**src/rtl/sbt_pkg.sv**
```systemverilog
// Package: shared codes and types of the SDRAM bank state tracker.
// Assumes: 3-bit command and state codes, fixed across all instances.
package sbt_pkg;

    typedef enum logic [2:0] {
        BS_IDLE        = 3'd0,
        BS_ACTIVATING  = 3'd1,
        BS_ACTIVE      = 3'd2,
        BS_READ        = 3'd3,
        BS_WRITE       = 3'd4,
        BS_RDAP_ACCESS = 3'd5,
        BS_WRAP_ACCESS = 3'd6,
        BS_PRECHARGING = 3'd7
    } bank_state_e;

    typedef enum logic [2:0] {
        CMD_NOP = 3'd0,
        CMD_ACT = 3'd1,
        CMD_RD  = 3'd2,
        CMD_WR  = 3'd3,
        CMD_PRE = 3'd4,
        CMD_BST = 3'd5
    } cmd_e;

    // Decoded command, one flag per kind, shared by all banks.
    typedef struct packed {
        logic act;
        logic rd;
        logic wr;
        logic pre;
        logic pre_all;
        logic bst;
        logic ap;
    } cmd_dec_t;

endpackage

```
**src/rtl/sbt_timing_calc.sv**
```systemverilog
// Module: sbt_timing_calc
// Turns the programmable timing fields into counter load values
// (phase length minus one) for each timed bank phase.
// Assumes: zero tRCD/tRP are clamped to one cycle; burst code 3 means BL 8.
module sbt_timing_calc #(
    parameter int TW  = 4,
    parameter int CLW = 2,
    parameter int CW  = 6
) (
    input  logic [TW-1:0]  t_rcd,
    input  logic [TW-1:0]  t_rp,
    input  logic [TW-1:0]  t_wr,
    input  logic [1:0]     burst_sel,
    input  logic [CLW-1:0] cas_lat,
    output logic [CW-1:0]  ld_rcd,
    output logic [CW-1:0]  ld_rp,
    output logic [CW-1:0]  ld_rd,
    output logic [CW-1:0]  ld_wr,
    output logic [CW-1:0]  ld_rdap,
    output logic [CW-1:0]  ld_wrap
);

    logic [1:0]    half_shift;
    logic [CW-1:0] half_w;
    logic [CW-1:0] cl_w;
    logic [CW-1:0] twr_w;
    logic [CW-1:0] trcd_w;
    logic [CW-1:0] trp_w;

    // Widen the fields and derive the data-beat count BL/2.
    always_comb begin
        half_shift = (burst_sel == 2'd3) ? 2'd2 : burst_sel;
        half_w     = CW'(1) << half_shift;
        cl_w       = CW'(cas_lat);
        twr_w      = CW'(t_wr);
        trcd_w     = CW'(t_rcd);
        trp_w      = CW'(t_rp);
    end

    // Load values: a phase of N cycles loads N-1.
    always_comb begin
        ld_rcd  = (t_rcd == '0) ? '0 : trcd_w - CW'(1);
        ld_rp   = (t_rp == '0) ? '0 : trp_w - CW'(1);
        ld_rd   = cl_w + half_w - CW'(1);
        ld_wr   = half_w;
        ld_rdap = half_w - CW'(1);
        ld_wrap = half_w + twr_w;
    end

    // The precharge boundary of an auto-precharge read never lies after
    // the end of the plain read it is derived from.
    always_comb begin
        if (cas_lat != '0) begin

            rdap_before_rd_chk: assert (ld_rdap < ld_rd);
        end
    end

endmodule

```
**src/rtl/sbt_cmd_decode.sv**
```systemverilog
// Module: sbt_cmd_decode
// Splits the incoming command into per-kind flags and a one-bit
// address match per bank.
// Assumes: codes 6 and 7 decode to no flag (act as NOP).
module sbt_cmd_decode
    import sbt_pkg::*;
#(
    parameter int NB  = 4,
    parameter int BAW = 2
) (
    input  logic [2:0]     cmd_code,
    input  logic [BAW-1:0] cmd_bank,
    input  logic           cmd_ap,
    output logic [NB-1:0]  bank_hit,
    output cmd_dec_t       dec
);

    // Address compare, one per bank.
    for (genvar g = 0; g < NB; g++) begin : g_hit
        assign bank_hit[g] = (cmd_bank == BAW'(g));
    end

    // Command kind flags.
    always_comb begin
        dec.act     = (cmd_code == CMD_ACT);
        dec.rd      = (cmd_code == CMD_RD);
        dec.wr      = (cmd_code == CMD_WR);
        dec.pre     = (cmd_code == CMD_PRE);
        dec.pre_all = (cmd_code == CMD_PRE) && cmd_ap;
        dec.bst     = (cmd_code == CMD_BST);
        dec.ap      = cmd_ap;
    end

endmodule

```
**src/rtl/sbt_bank_fsm.sv**
```systemverilog
// Module: sbt_bank_fsm
// State machine and single down-counter of one bank. Timed phases load
// the counter with their length minus one and leave when it reads zero.
// Assumes: loads are sampled in the cycle the command is registered;
// illegal commands for the current state are silently ignored.
module sbt_bank_fsm
    import sbt_pkg::*;
#(
    parameter int CW = 6
) (
    input  logic          clk,
    input  logic          rst_n,
    input  logic          hit,
    input  cmd_dec_t      dec,
    input  logic [CW-1:0] ld_rcd,
    input  logic [CW-1:0] ld_rp,
    input  logic [CW-1:0] ld_rd,
    input  logic [CW-1:0] ld_wr,
    input  logic [CW-1:0] ld_rdap,
    input  logic [CW-1:0] ld_wrap,
    output logic [2:0]    state_o
);

    bank_state_e   st_q, st_n;
    logic [CW-1:0] cnt_q, cnt_n;
    logic          act_me, rd_me, wr_me, pre_me, bst_me;
    logic          cnt_zero;

    // Which command concerns this bank.
    always_comb begin
        act_me   = hit && dec.act;
        rd_me    = hit && dec.rd;
        wr_me    = hit && dec.wr;
        pre_me   = dec.pre && (hit || dec.pre_all);
        bst_me   = hit && dec.bst;
        cnt_zero = (cnt_q == '0);
    end

    // Next state and counter value.
    always_comb begin
        st_n  = st_q;
        cnt_n = cnt_zero ? '0 : cnt_q - CW'(1);
        case (st_q)
            BS_IDLE: begin
                if (act_me) begin
                    st_n  = BS_ACTIVATING;
                    cnt_n = ld_rcd;
                end
            end
            BS_ACTIVATING: begin
                if (cnt_zero) st_n = BS_ACTIVE;
            end
            BS_ACTIVE, BS_READ, BS_WRITE: begin
                if (rd_me) begin
                    st_n  = dec.ap ? BS_RDAP_ACCESS : BS_READ;
                    cnt_n = dec.ap ? ld_rdap : ld_rd;
                end else if (wr_me) begin
                    st_n  = dec.ap ? BS_WRAP_ACCESS : BS_WRITE;
                    cnt_n = dec.ap ? ld_wrap : ld_wr;
                end else if (pre_me) begin
                    st_n  = BS_PRECHARGING;
                    cnt_n = ld_rp;
                end else if (bst_me && st_q != BS_ACTIVE) begin
                    st_n  = BS_ACTIVE;
                    cnt_n = '0;
                end else if (st_q != BS_ACTIVE && cnt_zero) begin
                    st_n  = BS_ACTIVE;
                end
            end
            BS_RDAP_ACCESS, BS_WRAP_ACCESS: begin
                if (cnt_zero) begin
                    st_n  = BS_PRECHARGING;
                    cnt_n = ld_rp;
                end
            end
            BS_PRECHARGING: begin
                if (cnt_zero) st_n = BS_IDLE;
            end
            default: begin
                st_n  = BS_IDLE;
                cnt_n = '0;
            end
        endcase
    end

    // State and counter registers with synchronous reset.
    always_ff @(posedge clk) begin
        if (!rst_n) begin
            st_q  <= BS_IDLE;
            cnt_q <= '0;
        end else begin
            st_q  <= st_n;
            cnt_q <= cnt_n;
        end
    end

    assign state_o = st_q;


    idle_hold_chk: assert property (@(posedge clk) disable iff (!rst_n)
        (st_q == BS_IDLE && !act_me) |=> st_q == BS_IDLE);


    act_path_chk: assert property (@(posedge clk) disable iff (!rst_n)
        (st_q == BS_ACTIVATING) |=> (st_q == BS_ACTIVATING || st_q == BS_ACTIVE));


    rdap_no_abort_chk: assert property (@(posedge clk) disable iff (!rst_n)
        (st_q == BS_RDAP_ACCESS) |=> (st_q == BS_RDAP_ACCESS || st_q == BS_PRECHARGING));


    wrap_no_abort_chk: assert property (@(posedge clk) disable iff (!rst_n)
        (st_q == BS_WRAP_ACCESS) |=> (st_q == BS_WRAP_ACCESS || st_q == BS_PRECHARGING));


    pre_exit_chk: assert property (@(posedge clk) disable iff (!rst_n)
        (st_q == BS_PRECHARGING) |=> (st_q == BS_PRECHARGING || st_q == BS_IDLE));


    pre_entry_chk: assert property (@(posedge clk) disable iff (!rst_n)
        (st_q == BS_ACTIVE && pre_me) |=> st_q == BS_PRECHARGING);


    bst_to_active_chk: assert property (@(posedge clk) disable iff (!rst_n)
        ((st_q == BS_READ || st_q == BS_WRITE) && bst_me) |=> st_q == BS_ACTIVE);

endmodule

```
**src/rtl/sdram_bank_tracker.sv**
```systemverilog
// Module: sdram_bank_tracker (top)
// Tracks the state of every bank of a multi-bank DDR SDRAM from the
// command stream: one decoder, one timing calculator and one state
// machine per bank.
// Assumes: one command per cycle; timing fields may change at any time
// and take effect for commands registered from then on.
module sdram_bank_tracker
    import sbt_pkg::*;
#(
    parameter int NUM_BANKS = 4,
    parameter int TW        = 4,
    parameter int CLW       = 2,
    localparam int BAW      = (NUM_BANKS > 1) ? $clog2(NUM_BANKS) : 1
) (
    input  logic                   clk,
    input  logic                   rst_n,
    input  logic [2:0]             cmd_code,
    input  logic [BAW-1:0]         cmd_bank,
    input  logic                   cmd_ap,
    input  logic [TW-1:0]          t_rcd,
    input  logic [TW-1:0]          t_rp,
    input  logic [TW-1:0]          t_wr,
    input  logic [1:0]             burst_sel,
    input  logic [CLW-1:0]         cas_lat,
    output logic [NUM_BANKS*3-1:0] bank_state
);

    localparam int CW = ((TW > CLW) ? TW : CLW) + 2;

    logic [NUM_BANKS-1:0] bank_hit;
    cmd_dec_t             dec;
    logic [CW-1:0]        ld_rcd, ld_rp, ld_rd, ld_wr, ld_rdap, ld_wrap;

    sbt_cmd_decode #(
        .NB  (NUM_BANKS),
        .BAW (BAW)
    ) u_decode (
        .cmd_code (cmd_code),
        .cmd_bank (cmd_bank),
        .cmd_ap   (cmd_ap),
        .bank_hit (bank_hit),
        .dec      (dec)
    );

    sbt_timing_calc #(
        .TW  (TW),
        .CLW (CLW),
        .CW  (CW)
    ) u_timing (
        .t_rcd     (t_rcd),
        .t_rp      (t_rp),
        .t_wr      (t_wr),
        .burst_sel (burst_sel),
        .cas_lat   (cas_lat),
        .ld_rcd    (ld_rcd),
        .ld_rp     (ld_rp),
        .ld_rd     (ld_rd),
        .ld_wr     (ld_wr),
        .ld_rdap   (ld_rdap),
        .ld_wrap   (ld_wrap)
    );

    for (genvar b = 0; b < NUM_BANKS; b++) begin : g_bank
        sbt_bank_fsm #(
            .CW (CW)
        ) u_bank (
            .clk     (clk),
            .rst_n   (rst_n),
            .hit     (bank_hit[b]),
            .dec     (dec),
            .ld_rcd  (ld_rcd),
            .ld_rp   (ld_rp),
            .ld_rd   (ld_rd),
            .ld_wr   (ld_wr),
            .ld_rdap (ld_rdap),
            .ld_wrap (ld_wrap),
            .state_o (bank_state[3*b +: 3])
        );
    end

endmodule

```
**config.mk**
```make
export PLATFORM = sky130hd
export DESIGN_NAME = sdram_bank_tracker
export DESIGN_NICKNAME = d
export VERILOG_FILES = /design/src/rtl/sbt_pkg.sv /design/src/rtl/sbt_timing_calc.sv /design/src/rtl/sbt_cmd_decode.sv /design/src/rtl/sbt_bank_fsm.sv /design/src/rtl/sdram_bank_tracker.sv
export SDC_FILE = /design/constraint.sdc
export NUM_CORES = 1
export LEC_CHECK = 0
export BUFFER_PORTS_ARGS = -buffer_cell sky130_fd_sc_hd__buf_4
export CAP_MARGIN = 0
export CORE_MARGIN = 1.5
export CORE_UTILIZATION = 56
export DETAILED_ROUTE_END_ITERATION = 8
export PLACE_DENSITY = 0.88
export SLEW_MARGIN = 20
export SYNTH_ARGS = -nofsm -noshare
export SYNTH_HDL_FRONTEND = slang
export SYNTH_SLANG_ARGS = --single-unit
```
**constraint.sdc**
```tcl
create_clock -name clk -period 2.12 [get_ports clk]
set_input_delay 0.212 -clock clk [delete_from_list [all_inputs] [get_ports clk]]
set_output_delay 0.212 -clock clk [all_outputs]
set_load 0.03 [all_outputs]
```
==> out/qor.txt, run 1 <==
startpoint types - register
Hold Slack - 0.270 ns
combinational share of power - 68.1%
Peak Freq - 497 MHz
Worst-path clk slew - 0.08 ns
Final Skew - 0.00693 ns
leading cell type in the layout, fill and taps excluded - buf_4
clk root buf - clkbuf_8
multi-input logic area - 0.00330 mm2
Yosys reg bits - 36
Crit Path Max Fanout - 6
core area - 0.00733 mm2
DR iter-0 viols - 473
post-route design area - 0.00497 mm2
Flop pwr share - 22.7%
Worst Setup End Kind - register
Post-Synthesis Cells - 582
routability congestion estimate - 0.987
placed cell area - 0.00480 mm2
Power Total - 5.17 mW
CP cell instances - inv_1 -> ha_1 -> nor2b_1 -> and2_2 -> a2bb2oi_1 -> o211ai_2 -> nor4_2 -> nor3_2
initial antenna violation count - 0
worst IR drop on VDD - 0.553 mV
Slew Viols, Final - 0
via-per-instance ratio - 6.78
CTS tree - built
Sequential Area - 721 um2
crit path time final - 2.01 ns
detailed-route wire length per cell - 19.4 um
Layout area overhead - 16.3%
max_cap viols - 0
CTS buffer count - 5
Switch Pwr - 2.42 mW
most frequent cells in the layout - 83 x buf_4, 57 x nor2_1, 50 x a21oi_1
worst path required time - 2.28 ns
global-route wire length before repair - 23200 um
CTS Buffer Depth - 2
Worst Tran Pin Value - 0.692 ns
H-tree levels - 2
Final TNS setup - 0 ns
syn_area_per_cell - 7.34 um2
all-layer global routing usage - 34.6%
Max stage delay on crit path - 0.35 ns
Setup CP Type - register to register
Core Rows - 31
Clk pwr share - 9.2%
area leader, netlist - dfxtp_1
number of diodes - 0
Die Wd - 90.3 um
latest clock arrival within the worst-skew pair - 0.29 ns
layout cells sized above 1 - 21.7%
Yosys cell types - 96
starting density of the core - 58.3%
synth top area cells - dfxtp_1 17%, a21oi_1 5.9%, nor2_1 5.2%
Sw Share - 46.9%
TritonCTS Sinks - 36
vias - 5020
cell family with most CP delay - simple AND/OR/NAND/NOR gates
worst hold path class - primary input to register
Post-synth EDFFs - 0
hold path depth - 2
outcome - complete, no violations
post-route core utilization - 67.8%
Slowest-stage cell, CP - dfxtp_1
syn_nets - 621
CP Buf/Inv Count - 1
largest net degree at the start of global routing - 20
vias in the first global route - 4731
Reg2Reg Depth - 8
drt first pass iters - 5
Stages on worst setup path - 8
Worst Path Arrival - 2.17 ns
mapped cell area - 0.00427 mm2
Die Y - 90.3 um
Int Power - 2.75 mW
DRC violations left - 0
Die Footprint - 0.00816 mm2
Pwr per Cell Area - 1040 mW/mm2
Async S/R FF share, synth - 0%
port buffer count - 35
hpwl dp - 10600 um
# IOs - 36
# hold bufs at CTS - 0
post-layout net count - 680
sequential-to-total area share from yosys stat - 16.9%
Syn. warnings - 0
post-synth top area share - 16.9%
filler cell count - 659
Top FF cell, synth - dfxtp_1
Final ANT Viol Nets - 0
GRT overflow - 0
# setup viols final - 0
Lkg Pwr - 1.96 nW
Final Hold Fails - 0
Slew Limit Headroom - 53.5%
Final period util - 94.9%
post-detailed-routing wire length - 14300 um
[flip-flops by register name, indices dropped and copies added, names as in the netlist]
register               cells
g_bank.u_bank.cnt_q       24
g_bank.u_bank.state_o     12
[Yosys cell counts, types with 8 or more instances]
cell type and number:
xor2_1 8, a31oi_1 9, mux2i_1 8, or3_1 8
nor3_1 24, nor2b_1 8, clkbuf_1 9, o21ai_0 34
a21oi_1 50, nor2_1 59, buf_2 16, nand3_1 16
nand2_1 46, o31a_1 10, dfxtp_1 36, o211ai_1 8
a22oi_1 8, a211oi_1 11, ha_1 14, inv_1 29
nand2b_1 9
[power groups by stage]
stage	clock [mW]	sequential [mW]	combinational (mW)
CTS	0.482	1.15	3.25
finish	0.476	1.17	3.52
detailed placement	0	1.17	3.24
global route	0.510	1.20	3.87
floorplan	0	1.13	2.46
global placement	0	1.14	3.11
[layer usage]
| metal | vias up | GRT usage, % | share of wire (%) | wire [um] |
|---|---|---|---|---|
| met5 | - | 0 | 0 | 0 |
| met4 | 0 | 16.5 | 4.9 | 704 |
| met3 | 74 | 6.82 | 8.9 | 1270 |
| met2 | 298 | 56.6 | 46 | 6570 |
| met1 | 2329 | 43.5 | 40 | 5800 |
| li1 | 2319 | - | - | - |
[cell families (layout without fill, tap and decap cells)]
logic type	count (synthesis)	count (layout)	synth area share (%)
AOI/OAI and AO/OA	221	221	36.5
DFF	36	36	16.9
buffers and inverters	62	121	6.97
xor gates and xnor gates	13	13	2.67
muxes	13	13	3.46
and+or+nand+nor	220	220	28.6
other	1	1	0.0878
adders and majority gates	16	16	4.80
[worst paths after layout]
check / start / endpoint / slack, ns
min reg2reg: g_bank[2].u_bank.cnt_q[0]$_SDFF_PN0_ / g_bank[2].u_bank.cnt_q[0]$_SDFF_PN0_ / 0.63
max: g_bank[1].u_bank.cnt_q[0]$_SDFF_PN0_ / g_bank[1].u_bank.state_o[0]$_SDFFE_PN0P_ / 0.11
min: rst_n / g_bank[0].u_bank.state_o[1]$_SDFFE_PN0P_ / 0.27
max reg2reg: g_bank[1].u_bank.cnt_q[0]$_SDFF_PN0_ / g_bank[1].u_bank.state_o[0]$_SDFFE_PN0P_ / 0.11
[metrics by stage]
step | worst slack [ns] | cells
final | 0.109 | 740
after global routing | -0.00777 | 740
after CTS | 0.0284 | 735
after detailed placement | -0.273 | 728
after global placement | -0.177 | 728
after floorplan | 0.0268 | 582
[what timing repair did]
item	in CTS	in global routing
endpoints found under the hold margin	0	0
resized for setup	0	12
setup endpoints to repair	0	11
buffers inserted	0	4
[area by class of cell]
type	count	area share [%]
tap	99	2.49
timing repair buffer	84	12.8
clock buffer	6	1.46
multi-input combinational	484	66.4
inverter	30	2.27
clock inverter	1	0.101
sequential	36	14.5
No activity file was read; power rests on OpenSTA's default activity.
==> run 2: changes to the inputs <==
Settings changed: GPL_TIMING_DRIVEN from default to 0, MAX_ROUTING_LAYER from default to met4.
==> out/qor.txt, run 2 (same netlist as run 1, synthesis figures left out) <==
layout cells sized above 1 - 19.7%
flop-to-flop setup slack - 0.07 ns
Final Hold Fails - 0
Die Wd - 90.3 um
Hold Slack - 0.203 ns
Slew Limit Headroom - 51.1%
post-detailed-routing wire length - 14400 um
max_cap viols - 0
most frequent cells in the layout - 57 x nor2_1, 50 x a21oi_1, 46 x nand2_1
CTS tree - built
routability congestion estimate - 1.00
Switch Pwr - 2.41 mW
CTS buffer count - 5
hpwl dp - 10600 um
Power Total - 5.14 mW
Layout area overhead - 14.1%
GRT overflow - 0
Worst Path Arrival - 2.22 ns
worst IR drop on VDD - 0.645 mV
worst hold endpoint - g_bank[2].u_bank.state_o[1]$_SDFFE_PN0P_
H-tree levels - 2
RSZ-0062 raised after global routing - true
Final Skew - 0.00597 ns
Die Y - 90.3 um
outcome - complete, no violations
reg2reg end - g_bank[3].u_bank.cnt_q[3]$_SDFF_PN0_
global-route wire length before repair - 22600 um
# IOs - 36
Slew Viols, Final - 0
Final ANT Viol Nets - 0
starting density of the core - 58.3%
max reg flops - 24
hold path depth - 2
post-route design area - 0.00487 mm2
Reg with most FFs - g_bank.u_bank.cnt_q
Die Footprint - 0.00816 mm2
worst hold path class - primary input to register
Clk pwr share - 10.4%
Pwr per Cell Area - 1050 mW/mm2
crit path time final - 2.07 ns
Setup CP Type - primary input to register
Crit Path Max Fanout - 3
detailed-route wire length per cell - 19.8 um
vias in the first global route - 4513
core area - 0.00733 mm2
post-layout net count - 666
Final Non-Filler Cells - 727
startpoint types - primary input
DR iter-0 viols - 458
vias - 5051
combinational share of power - 67.9%
Final TNS setup - 0 ns
# setup viols final - 0
Int Power - 2.73 mW
placed instance count - 716
Sw Share - 46.8%
Worst Tran Pin Value - 0.734 ns
number of diodes - 0
initial antenna violation count - 0
Peak Freq - 483 MHz
# hold bufs at CTS - 0
largest net degree at the start of global routing - 12
Hold Crit Start - rst_n
Flop pwr share - 21.7%
placed cell area - 0.00466 mm2
via-per-instance ratio - 6.95
worst path required time - 2.27 ns
Lkg Pwr - 1.88 nW
latest clock arrival within the worst-skew pair - 0.30 ns
clk root buf - clkbuf_8
Core Rows - 31
TritonCTS Sinks - 36
Worst-path clk slew - 0.08 ns
Reg2Reg Depth - 9
all-layer global routing usage - 35.2%
leading cell type in the layout, fill and taps excluded - nor2_1
DRC violations left - 0
origin of the critical flop-to-flop path - g_bank[3].u_bank.cnt_q[0]$_SDFF_PN0_
port buffer count - 35
CTS Buffer Depth - 2
Final period util - 97.6%
Worst Setup End Kind - register
drt first pass iters - 7
run 2: worst max-delay path by stage:
stage	startpoint	endpoint
after floorplan	burst_sel[0]	g_bank[2].u_bank.cnt_q[1]$_SDFF_PN0_
after detailed placement	burst_sel[0]	g_bank[2].u_bank.cnt_q[1]$_SDFF_PN0_
final	burst_sel[1]	g_bank[3].u_bank.cnt_q[4]$_SDFF_PN0_
after global routing	burst_sel[1]	g_bank[0].u_bank.cnt_q[3]$_SDFF_PN0_
after CTS	g_bank[0].u_bank.cnt_q[0]$_SDFF_PN0_	g_bank[0].u_bank.cnt_q[0]$_SDFF_PN0_
after global placement	burst_sel[0]	g_bank[2].u_bank.cnt_q[1]$_SDFF_PN0_
run 2: final cells by class:
type | instances | area (um2)
Multi-Input combinational cell | 484 | 3330
Fill cell | 622 | 2460
Sequential cell | 36 | 723
Timing Repair Buffer | 38 | 289
Buffer | 32 | 198
Tap cell | 99 | 124
Inverter | 30 | 113
Clock buffer | 6 | 82.6
Clock inverter | 2 | 10.0
run 2: metrics by stage:
stage | setup WS (ns) | utilization [%]
after global routing | -0.0313 | 66.5
after CTS | 0.0163 | 64.9
after detailed placement | -0.353 | 63.5
after floorplan | 0.0268 | -
after global placement | -0.299 | 63.5
final | 0.0504 | 66.5
run 2: power groups by stage:
stage	clock (mW)	sequential, mW	combinational [mW]
after floorplan	0	1.13	2.46
after global placement	0	1.08	3.07
after detailed placement	0	1.10	3.17
after CTS	0.538	1.09	3.20
after global routing	0.570	1.15	3.81
final	0.535	1.12	3.49
run 2: repair_timing:
item | CTS | global route
setup endpoints to repair | 3 | 21
gates cloned | 0 | 1
gates resized for setup | 2 | 25
buffers inserted | 0 | 2
pin swaps | 0 | 3
run 2: worst max-delay path: stages:
cell	delay [ns]
buf_4	0.11
nand2b_4	0.13
inv_1	0.07
fa_1	0.45
maj3_1	0.37
a21o_1	0.20
a31oi_1	0.37
or3_1	0.22
a21oi_1	0.07
run 2: routing by layer:
metal	vias to the layer above	part of all wire, %	GRT usage, %	wire length, um
met1	2321	39	42.8	5570
met5	-	0	-	0
met4	0	4.8	14.7	688
met3	89	11	6.57	1570
met2	340	46	57.3	6600
li1	2301	-	-	-
